<file path="src/rtl/entropy_pkg.sv">
package entropy_pkg;
  localparam int unsigned WORD_BITS    = 32;
  localparam int unsigned QUEUE_DEPTH  = 4;
  localparam int unsigned RUN_BITS     = 16;
  localparam int unsigned DEFAULT_RUN  = 64;

  function automatic int unsigned idx_width(input int unsigned n);
    return (n > 1) ? $clog2(n) : 1;
  endfunction
endpackage

</file>
<file path="src/rtl/bit_packer.sv">
module bit_packer #(
  parameter int unsigned WORD_W = 32
) (
  input  logic              clk,
  input  logic              rst,
  input  logic              bit_in,
  input  logic              bit_valid,
  input  logic              q_full,
  input  logic              drop_words,
  output logic              q_wr,
  output logic [WORD_W-1:0] q_wdata
);
  localparam int unsigned CW = entropy_pkg::idx_width(WORD_W);
  localparam logic [CW-1:0] LAST_POS = CW'(WORD_W - 1);

  logic [WORD_W-1:0] acc;
  logic [CW-1:0]     pos;
  logic              pending;
  logic              drain;
  logic              take;

  // a finished word leaves the packer when it may be written or must be dropped
  assign drain   = pending && (drop_words || !q_full);
  assign take    = bit_valid && (!pending || drain);
  assign q_wr    = pending && !drop_words && !q_full;
  assign q_wdata = acc;

  always_ff @(posedge clk) begin
    if (rst) begin
      acc     <= '0;
      pos     <= '0;
      pending <= 1'b0;
    end else begin
      if (drain) pending <= 1'b0;
      if (take) begin
        acc[pos] <= bit_in;
        if (pos == LAST_POS) begin
          pos     <= '0;
          pending <= 1'b1;
        end else begin
          pos <= pos + 1'b1;
        end
      end
    end
  end

  // a held word is frozen while the queue stays full
  p_hold_word_r4: assert property (@(posedge clk) disable iff (rst)
    (pending && q_full && !drop_words) |=> (pending && $stable(acc)));

  // nothing is written while the health flag is raised
  p_no_write_on_fail_r7: assert property (@(posedge clk) disable iff (rst)
    drop_words |-> !q_wr);
endmodule

</file>
<file path="src/rtl/run_monitor.sv">
module run_monitor #(
  parameter int unsigned RUN_W = 16
) (
  input  logic             clk,
  input  logic             rst,
  input  logic             bit_in,
  input  logic             bit_valid,
  input  logic [RUN_W-1:0] limit,
  input  logic             clr,
  output logic             fail
);
  localparam logic [RUN_W-1:0] RUN_MAX = '1;

  logic             last_bit;
  logic             seen;
  logic [RUN_W-1:0] run_len;
  logic [RUN_W-1:0] run_next;

  always_comb begin
    if (seen && (bit_in == last_bit))
      run_next = (run_len == RUN_MAX) ? run_len : run_len + 1'b1;
    else
      run_next = RUN_W'(1);
  end

  always_ff @(posedge clk) begin
    if (rst) begin
      last_bit <= 1'b0;
      seen     <= 1'b0;
      run_len  <= '0;
      fail     <= 1'b0;
    end else if (clr) begin
      seen    <= 1'b0;
      run_len <= '0;
      fail    <= 1'b0;
    end else if (bit_valid) begin
      last_bit <= bit_in;
      seen     <= 1'b1;
      run_len  <= run_next;
      if (run_next >= limit) fail <= 1'b1;
    end
  end

  // the flag is sticky without a clear
  p_fail_sticky_r6: assert property (@(posedge clk) disable iff (rst)
    (fail && !clr) |=> fail);

  // a clear drops the flag on the next edge
  p_clear_works_r6: assert property (@(posedge clk) disable iff (rst)
    clr |=> !fail);

  // the flag only rises on a counted sample
  p_rise_on_sample_r5: assert property (@(posedge clk) disable iff (rst)
    (!fail && !bit_valid) |=> !fail);
endmodule

</file>
<file path="src/rtl/word_queue.sv">
module word_queue #(
  parameter int unsigned WORD_W = 32,
  parameter int unsigned DEPTH  = 4
) (
  input  logic              clk,
  input  logic              rst,
  input  logic              wr,
  input  logic [WORD_W-1:0] wdata,
  output logic              full,
  input  logic              rd,
  output logic [WORD_W-1:0] rdata,
  output logic              rvalid,
  output logic              empty
);
  localparam int unsigned AW = entropy_pkg::idx_width(DEPTH);

  logic [WORD_W-1:0] mem [DEPTH];
  logic [AW:0]       wp;
  logic [AW:0]       rp;
  logic [AW:0]       used;
  logic              do_wr;
  logic              do_rd;

  assign used  = wp - rp;
  assign empty = (wp == rp);
  assign full  = (used == (AW+1)'(DEPTH));
  assign do_wr = wr && !full;
  assign do_rd = rd && !empty;

  always_ff @(posedge clk) begin
    if (do_wr) mem[wp[AW-1:0]] <= wdata;
  end

  always_ff @(posedge clk) begin
    if (do_rd) rdata <= mem[rp[AW-1:0]];
  end

  always_ff @(posedge clk) begin
    if (rst) begin
      wp     <= '0;
      rp     <= '0;
      rvalid <= 1'b0;
    end else begin
      rvalid <= do_rd;
      if (do_wr) wp <= wp + 1'b1;
      if (do_rd) rp <= rp + 1'b1;
    end
  end

  // occupancy never exceeds the depth
  p_no_overflow_r4: assert property (@(posedge clk) disable iff (rst)
    used <= (AW+1)'(DEPTH));

  // a read on a non-empty queue yields a valid word next cycle
  p_read_returns_r3: assert property (@(posedge clk) disable iff (rst)
    (rd && !empty) |=> rvalid);

  // a read on an empty queue returns nothing
  p_empty_read_r3: assert property (@(posedge clk) disable iff (rst)
    (!rd || empty) |=> !rvalid);
endmodule

</file>
<file path="src/rtl/entropy_collector.sv">
module entropy_collector #(
  parameter int unsigned WORD_W = entropy_pkg::WORD_BITS,
  parameter int unsigned DEPTH  = entropy_pkg::QUEUE_DEPTH,
  parameter int unsigned RUN_W  = entropy_pkg::RUN_BITS
) (
  input  logic              clk,
  input  logic              rst,
  input  logic              bit_in,
  input  logic              bit_valid,
  input  logic [RUN_W-1:0]  run_limit,
  input  logic              health_clr,
  output logic              health_fail,
  input  logic              rd_en,
  output logic [WORD_W-1:0] rd_data,
  output logic              rd_valid,
  output logic              rd_empty
);
  logic              q_full;
  logic              q_wr;
  logic [WORD_W-1:0] q_wdata;

  run_monitor #(.RUN_W(RUN_W)) u_monitor (
    .clk      (clk),
    .rst      (rst),
    .bit_in   (bit_in),
    .bit_valid(bit_valid),
    .limit    (run_limit),
    .clr      (health_clr),
    .fail     (health_fail)
  );

  bit_packer #(.WORD_W(WORD_W)) u_packer (
    .clk       (clk),
    .rst       (rst),
    .bit_in    (bit_in),
    .bit_valid (bit_valid),
    .q_full    (q_full),
    .drop_words(health_fail),
    .q_wr      (q_wr),
    .q_wdata   (q_wdata)
  );

  word_queue #(.WORD_W(WORD_W), .DEPTH(DEPTH)) u_queue (
    .clk   (clk),
    .rst   (rst),
    .wr    (q_wr),
    .wdata (q_wdata),
    .full  (q_full),
    .rd    (rd_en),
    .rdata (rd_data),
    .rvalid(rd_valid),
    .empty (rd_empty)
  );
endmodule

</file>
<file path="config.mk">
export PLATFORM = sky130hd
export DESIGN_NAME = entropy_collector
export DESIGN_NICKNAME = d
export VERILOG_FILES = /design/src/rtl/entropy_pkg.sv /design/src/rtl/bit_packer.sv /design/src/rtl/run_monitor.sv /design/src/rtl/word_queue.sv /design/src/rtl/entropy_collector.sv
export SDC_FILE = /design/constraint.sdc
export NUM_CORES = 1
export LEC_CHECK = 0
export BUFFER_PORTS_ARGS = -buffer_cell sky130_fd_sc_hd__buf_4
export CAP_MARGIN = 20
export CELL_PAD_IN_SITES_DETAIL_PLACEMENT = 0
export CELL_PAD_IN_SITES_GLOBAL_PLACEMENT = 2
export CORE_ASPECT_RATIO = 0.8
export CORE_MARGIN = 2
export CORE_UTILIZATION = 43
export DETAILED_ROUTE_END_ITERATION = 10
export PLACE_DENSITY = 0.79
export SLEW_MARGIN = 25
export SYNTH_ARGS = -nofsm -noshare
export SYNTH_HDL_FRONTEND = slang
export SYNTH_SLANG_ARGS = --single-unit
export TNS_END_PERCENT = 20
</file>
<file path="constraint.sdc">
create_clock -name clk -period 3.7 [get_ports clk]
set_input_delay 0.74 -clock clk [delete_from_list [all_inputs] [get_ports clk]]
set_output_delay 0.74 -clock clk [all_outputs]
set_load 0.02 [all_outputs]
</file>
==> results.sh, run 1 <==
export IMPL_rsz0062_at_grt="no"
export IMPL_clkPwrFrac=0.449
export IMPL_clk_path_buf_depth=3
export IMPL_switchingPower_w=0.001017
export IMPL_max_freq_ghz=0.3251
export IMPL_synth_xor_area_share=0.01269
export IMPL_place_detailed_hpwl_um=11370
export IMPL_synth_top_area_cell="edfxtp_1"
export IMPL_ctsResizeCount=0
export IMPL_ys_flop_type="edfxtp_1"
export IMPL_numCtsBuffers=23
export IMPL_die_area_sq_mm=0.02323
export IMPL_ys_warn_count=0
export IMPL_drc=0
export IMPL_design_area_sq_mm=0.01088
export IMPL_cts_root_buf="clkbuf_16"
export IMPL_yosysTopAreaCellShare=0.5075
export IMPL_ys_seq_area_frac=0.6429
export IMPL_maxCapViolations=0
export IMPL_yosys_register_bits=224
export IMPL_grt_usage=0.1665
export IMPL_async_reset_ff_frac=0
export IMPL_critPathCapture="u_monitor.fail$_SDFFE_PP0P_"
export IMPL_p_per_area_mw_per_mm2=462.6
export IMPL_place_ws_ns=0.6204
export IMPL_syn_to_final_growth_pct=14.90
export IMPL_fp_coreArea_sq_mm=0.02156
export IMPL_ant_nets=0
export IMPL_drt_total_wl_um=18940
export IMPL_rrSetupSlack_ns=0.62
export IMPL_end_kind="flop"
export IMPL_grt_antenna_before_repair=0
export IMPL_worstSetupStartpointType="flop"
export IMPL_swShare=0.2021
export IMPL_final_setup_skew_ns=0.02308
export IMPL_ir_worst_vdd_v=0.0003004
export IMPL_synthCells=679
export IMPL_synth_top_family_by_area="simple AND/OR/NAND/NOR gates"
export IMPL_power_leakage_nw=4.007
export IMPL_clkTransAtPathRegs_ns=0.06
export IMPL_finalSetupViolCount=0
export IMPL_wl_per_cell_um=18.50
export IMPL_synth_distinct_cells=54
export IMPL_yosys_area_share_simple=0.1092
export IMPL_drt_iter0_drc=419
export IMPL_crit_arrival_ns=3.45
export IMPL_clock_latency_ns=0.51
export IMPL_fin_setup_tns_ns=0
export IMPL_outcome="finished clean"
export IMPL_min_period_ns=3.076
export IMPL_synth_avg_cell_area_sq_um=13.94
export IMPL_slew_violations=0
export IMPL_holdBufCountCts=0
export IMPL_first_global_vias=5490
export IMPL_p_comb_frac=0.021
export IMPL_hp_start="u_packer.q_wdata[22]$_SDFFE_PP0P_"
export IMPL_p_int_w=0.004014
export IMPL_hold_violations=0
export IMPL_post_route_worst_setup_slack_ns=0.6237
export IMPL_synthesis_nets=730
export IMPL_worstSetupPathType="flop to flop"
export IMPL_cts_tree="built"
export IMPL_firstDrtPassIters=4
export IMPL_clock_sinks=224
export IMPL_num_rows=48
export IMPL_timing_rr_end="u_monitor.fail$_SDFFE_PP0P_"
export IMPL_fill_cells=1776
export IMPL_cts_setup_buffers=0
export IMPL_portBuffers=56
export IMPL_path_max_fanout=8
export IMPL_fp_dieW_um=169.9
export IMPL_placed_area_sq_mm=0.01013
export IMPL_ios=57
export IMPL_period_share=0.8314
export IMPL_r2r_cells=11
export IMPL_grt_max_degree=50
export IMPL_die_h_um=136.7
export IMPL_overflow=0
export IMPL_vias_per_cell=5.469
export IMPL_grt_pass1_wl_um=29950
export IMPL_worstPathRequired_ns=4.08
export IMPL_r2r_start="u_monitor.run_len[0]$_SDFFE_PP0P_"
export IMPL_cp_startpoint="u_monitor.run_len[0]$_SDFFE_PP0P_"
export IMPL_initial_core_util=0.4391
export IMPL_htreeDepth=1
export IMPL_synth_edf_count=160
export IMPL_min_path_type="flop to flop"
export IMPL_yosys_area_share_adder=0.03833
export IMPL_drive_above_1_share=0.1909
export IMPL_diodes=0
export IMPL_place_gp_congestion=0.8166
export IMPL_worstMarginPinSlew_ns=0.8176
export IMPL_syn_area_sq_mm=0.009467
export IMPL_synthMuxAreaShare=0.1057
export IMPL_synth_compound_area_frac=0.06053
export IMPL_p_seq_frac=0.530
export IMPL_slew_headroom=0.4537
export IMPL_synth_area_leaders="edfxtp_1 (51%), dfxtp_1 (14%), mux4_2 (7.6%)"
export IMPL_vias=5600
export IMPL_fin_nets=783
==> placed cells by master (no fill, tap or decap), drive strengths merged, types with 5 or more instances in the layout <==
master / synthesis / layout
edfxtp: 160 / 160
buf: 15 / 68
dfxtp: 64 / 64
nand3: 38 / 38
nor2: 34 / 34
nand2: 33 / 33
mux4: 32 / 32
a21oi: 31 / 31
nand2b: 30 / 30
ha: 29 / 29
mux2i: 28 / 28
inv: 26 / 28
clkbuf: 25 / 25
o21ai: 20 / 20
clkinv: 1 / 12
nand4: 11 / 11
a31oi: 8 / 8
and2: 7 / 7
or3: 7 / 7
nor3: 7 / 7
nor2b: 7 / 7
nor4: 6 / 6
a211oi: 6 / 6
xnor2: 6 / 6
xor2: 6 / 6
and3: 5 / 5
o21a: 5 / 5
==> cells by family (layout without fill, tap and decap cells) <==
| group | count (synthesis) | after routing |
|---|---|---|
| AO/OA/AOI/OAI | 91 | 91 |
| XOR/XNOR | 12 | 12 |
| adder cells (fa/ha/maj) | 29 | 29 |
| buffers and inverters | 67 | 137 |
| flip-flops | 224 | 224 |
| multiplexers | 60 | 60 |
| AND/OR/NAND/NOR | 196 | 196 |
==> how the worst min path moves through the flow <==
stage                                 endpoint  slack, ns  cells after the start
6_report          u_queue.mem[0][22]$_DFFE_PP_       0.50                      0
3_3_place_gp       u_queue.mem[2][3]$_DFFE_PP_       0.47                      0
4_1_cts        u_monitor.last_bit$_SDFFE_PP0P_       0.49                      3
2_1_floorplan     u_queue.mem[0][31]$_DFFE_PP_       0.45                      0
3_5_place_dp       u_queue.mem[1][6]$_DFFE_PP_       0.49                      0
5_1_grt           u_queue.mem[0][22]$_DFFE_PP_       0.51                      0
==> synth_stat cells (3+ instances only) <==
cell      instances
edfxtp_1        160
dfxtp_1          64
nand3_1          38
nor2_1           34
nand2_1          33
mux4_2           32
a21oi_1          31
nand2b_1         30
ha_1             29
mux2i_1          28
inv_1            26
clkbuf_1         24
o21ai_0          19
nand4_1          10
a31oi_1           8
and2_1            7
nor2b_1           7
nor3_1            7
or3_1             7
a211oi_1          6
buf_2             6
nor4_1            6
and3_1            5
o21a_1            5
xnor2_1           5
xor2_1            5
buf_1             4
a21o_1            3
buf_6             3
o211ai_1          3
o31a_1            3
==> critical path, stage by stage, from the launching register on <==
cell	delay, ns
dfxtp_1	0.40
ha_1	0.24
nand3_1	0.20
or4_1	0.74
nand3_1	0.20
xor2_1	0.16
nor2_1	0.06
ha_1	0.31
a21o_1	0.17
a22o_1	0.22
o21ai_0	0.15
a31oi_1	0.09
==> metal layers <==
layer  track usage  part of all wire  vias to the layer above
met2        0.2596              0.45                      136
met4       0.04748             0.018                        0
li1              -                 -                     2658
met3       0.02689             0.045                       26
met1        0.2431              0.48                     2780
met5             0                 0                        -
==> per-stage QoR <==
stage | hold WS, ns | util | instances | power (W)
3_5_place_dp | 0.4950 | 0.4701 | 982 | 0.002825
3_3_place_gp | 0.4738 | 0.4701 | 982 | 0.002823
5_1_grt | 0.5139 | 0.5045 | 1024 | 0.005190
2_1_floorplan | 0.4525 | - | 679 | 0.002784
6_report | 0.4995 | 0.5045 | 1024 | 0.005031
4_1_cts | 0.4932 | 0.5045 | 1024 | 0.005081
==> flip-flops by register name, summed over array words and instances, names as in the netlist <==
name and count:
u_queue.rvalid 1, u_monitor.fail 1, u_queue.mem 128, u_monitor.last_bit 1
u_packer.pending 1, u_queue.rdata 32, u_packer.pos 5, u_monitor.seen 1
u_monitor.run_len 16, u_queue.rp 3, u_queue.wp 3, u_packer.q_wdata 32
==> area by class of cell <==
cell class	instances	area (sq um)	area share
clock buffers	25	603.1	0.05545
clock inverters	17	138.9	0.01277
inverters	27	101.3	0.009318
multi-input cells	388	3092	0.2843
flip-flops and latches	224	6087	0.5596
well taps	275	344.1	0.03163
repair buffers	68	510.5	0.04693
==> power by group through the flow <==
stage / combinational [W] / clock (W) / sequential (W)
finish: 0.000105 / 0.00226 / 0.00267
detailed placement: 0.000106 / 0 / 0.00272
global placement: 0.000104 / 0 / 0.00272
floorplan: 0.0000670 / 0 / 0.00272
global route: 0.000117 / 0.00241 / 0.00266
CTS: 0.000106 / 0.00231 / 0.00266
No activity file was read; power rests on OpenSTA's default activity.
==> run 2, diff against run 1 <==
==> constraint.sdc (replaced) <==
create_clock -name clk -period 3.1 [get_ports clk]
set_input_delay 0.62 -clock clk [delete_from_list [all_inputs] [get_ports clk]]
set_output_delay 0.62 -clock clk [all_outputs]
set_load 0.02 [all_outputs]
==> run 2 against run 1 <==
Net effect:
- setup slack worse by 0.37 ns
- flip-flop and latch count unchanged
- first-iteration DRC count shrank 21%
- global-route usage rose by 0.32 points
- clock skew decreased by 0.015 ns
- highest routed layer unchanged
- combinational power grew 23%
==> results.sh, run 2 (synthesized netlist as in run 1, its figures left out) <==
export IMPL_post_route_worst_setup_slack_ns=0.2536
export IMPL_highest_layer="met4"
export IMPL_power_w=0.005858
export IMPL_grt_max_degree=50
export IMPL_syn_to_final_growth_pct=14.59
export IMPL_power_leakage_nw=4.000
export IMPL_grt_antenna_before_repair=0
export IMPL_min_period_ns=2.846
export IMPL_final_common_cell="edfxtp_1"
export IMPL_worstSetupStartpointType="flop"
export IMPL_met2_length_um=8380
export IMPL_largest_reg_flops=128
export IMPL_worstMarginPinSlew_ns=0.7375
export IMPL_clk_path_buf_depth=3
export IMPL_crit_arrival_ns=3.23
export IMPL_routed_wl_met3_um=782
export IMPL_p_int_w=0.004665
export IMPL_max_freq_ghz=0.3513
export IMPL_num_rows=48
export IMPL_numCtsBuffers=23
export IMPL_fp_dieW_um=169.9
export IMPL_outcome="finished clean"
export IMPL_hold_violations=0
export IMPL_drive_above_1_share=0.1947
export IMPL_finalSetupViolCount=0
export IMPL_grt_usage=0.1698
export IMPL_path_delay_family="compound AO/OA/AOI/OAI gates"
export IMPL_die_area_sq_mm=0.02323
export IMPL_holdBufCountCts=0
export IMPL_slew_violations=0
export IMPL_wl_per_cell_um=18.52
export IMPL_fp_coreArea_sq_mm=0.02156
export IMPL_cts_tree="built"
export IMPL_maxCapViolations=0
export IMPL_grt_pass1_wl_um=30470
export IMPL_firstDrtPassIters=5
export IMPL_critPathBufInv=1
export IMPL_cp_slowest_cell="or4_4"
export IMPL_htreeDepth=1
export IMPL_swShare=0.2036
export IMPL_rsz0062_at_grt="no"
export IMPL_final_cell_mix="edfxtp_1 (160), buf_4 (70), dfxtp_1 (63)"
export IMPL_worstSetupPathType="flop to flop"
export IMPL_wl_met1_um=9403
export IMPL_portBuffers=56
export IMPL_vias_per_cell=5.445
export IMPL_diodes=0
export IMPL_place_gp_congestion=0.7965
export IMPL_path_max_fanout=6
export IMPL_clock_sinks=224
export IMPL_p_comb_frac=0.022
export IMPL_clkTransAtPathRegs_ns=0.06
export IMPL_crit_chain="ha_1, nand3_2, or4_4, buf_4, a21oi_1, o21a_1, ha_1, o21ai_0, a21oi_1, o2111ai_1, a31oi_1"
export IMPL_drt_total_wl_um=18980
export IMPL_ir_worst_vdd_v=0.0002972
export IMPL_drc=0
export IMPL_p_seq_frac=0.543
export IMPL_first_global_vias=5606
export IMPL_switchingPower_w=0.001193
export IMPL_ios=57
export IMPL_fin_nets=785
export IMPL_period_share=0.9182
export IMPL_min_path_type="input pin to flop"
export IMPL_initial_core_util=0.4391
export IMPL_ant_nets=0
export IMPL_place_ws_ns=0.1880
export IMPL_die_h_um=136.7
export IMPL_drt_iter0_drc=333
export IMPL_worstPathRequired_ns=3.48
export IMPL_clock_latency_ns=0.50
export IMPL_slew_headroom=0.5083
export IMPL_p_per_area_mw_per_mm2=540.1
export IMPL_end_kind="flop"
export IMPL_overflow=0
export IMPL_clkPwrFrac=0.435
export IMPL_instances_no_fill=1025
export IMPL_place_detailed_hpwl_um=11370
export IMPL_dp_cells=984
export IMPL_fin_setup_tns_ns=0
export IMPL_cpPeakStageDelay_ns=0.60
export IMPL_cts_root_buf="clkbuf_16"
export IMPL_vias=5581
export IMPL_final_setup_skew_ns=0.008012
run 2: cell types whose count changed in the layout (fill, tap and decap cells not counted), moves of 2 or more:
cell,change
clkbuf_1,+4
clkinvlp_4,-2
clkinv_2,+4
clkinv_1,-3
clkbuf_8,-2
buf_4,+2
run 2: area by class of cell:
type,instances,area (sq um)
fillers,1796,10710
flip-flops and latches,224,6087
multi-input cells,388,3105
clock buffers,27,590.6
repair buffers,70,525.5
well taps,275,344.1
inverters,27,101.3
clock inverters,14,93.84
run 2: power groups by stage:
stage	logic [W]	registers, W	clock network (W)
4_1_cts	0.000131	0.00318	0.00261
3_3_place_gp	0.000128	0.00324	0
5_1_grt	0.000144	0.00318	0.00274
2_1_floorplan	0.0000800	0.00324	0
6_report	0.000129	0.00318	0.00255
3_5_place_dp	0.000130	0.00325	0
run 2: metal layers:
layer / GRT usage / up-vias
met2: 0.2605 / 120
met3: 0.02834 / 28
li1: - / 2666
met4: 0.04653 / 0
met1: 0.2515 / 2767
met5: 0 / -
run 2: metrics by stage:
stage	area (sq um)	hold slack, ns	util
2_1_floorplan	9467	0.4525	-
3_3_place_gp	10150	0.4668	0.4708
3_5_place_dp	10150	0.4851	0.4708
4_1_cts	10830	0.4008	0.5025
5_1_grt	10850	0.4150	0.5031
6_report	10850	0.4176	0.5031
run 2: worst paths after layout:
kind / depth (start not counted) / slack (ns) / startpoint / end
worst max-delay path: 11 / 0.25 / u_monitor.run_len[1]$_SDFFE_PP0P_ / u_monitor.fail$_SDFFE_PP0P_
worst min-delay path: 3 / 0.42 / health_clr / u_monitor.last_bit$_SDFFE_PP0P_
worst max register to register: 11 / 0.25 / u_monitor.run_len[1]$_SDFFE_PP0P_ / u_monitor.fail$_SDFFE_PP0P_
worst min register to register: 2 / 0.50 / u_monitor.last_bit$_SDFFE_PP0P_ / u_monitor.last_bit$_SDFFE_PP0P_
run 2: worst reg2reg max path: cells and delay by family, from the launching register on:
family / cells / cell delay [ns]
AO/OA/AOI/OAI: 6 / 0.89
AND/OR/NAND/NOR: 2 / 0.77
buffers and inverters: 1 / 0.18
flip-flops: 1 / 0.40
adder cells (fa/ha/maj): 2 / 0.49
run 2: repair_timing:
action / 4_1_cts / 5_1_grt
gates resized for setup: 0 / 3
setup buffers: 0 / 0
endpoints found under the setup margin: 0 / 1
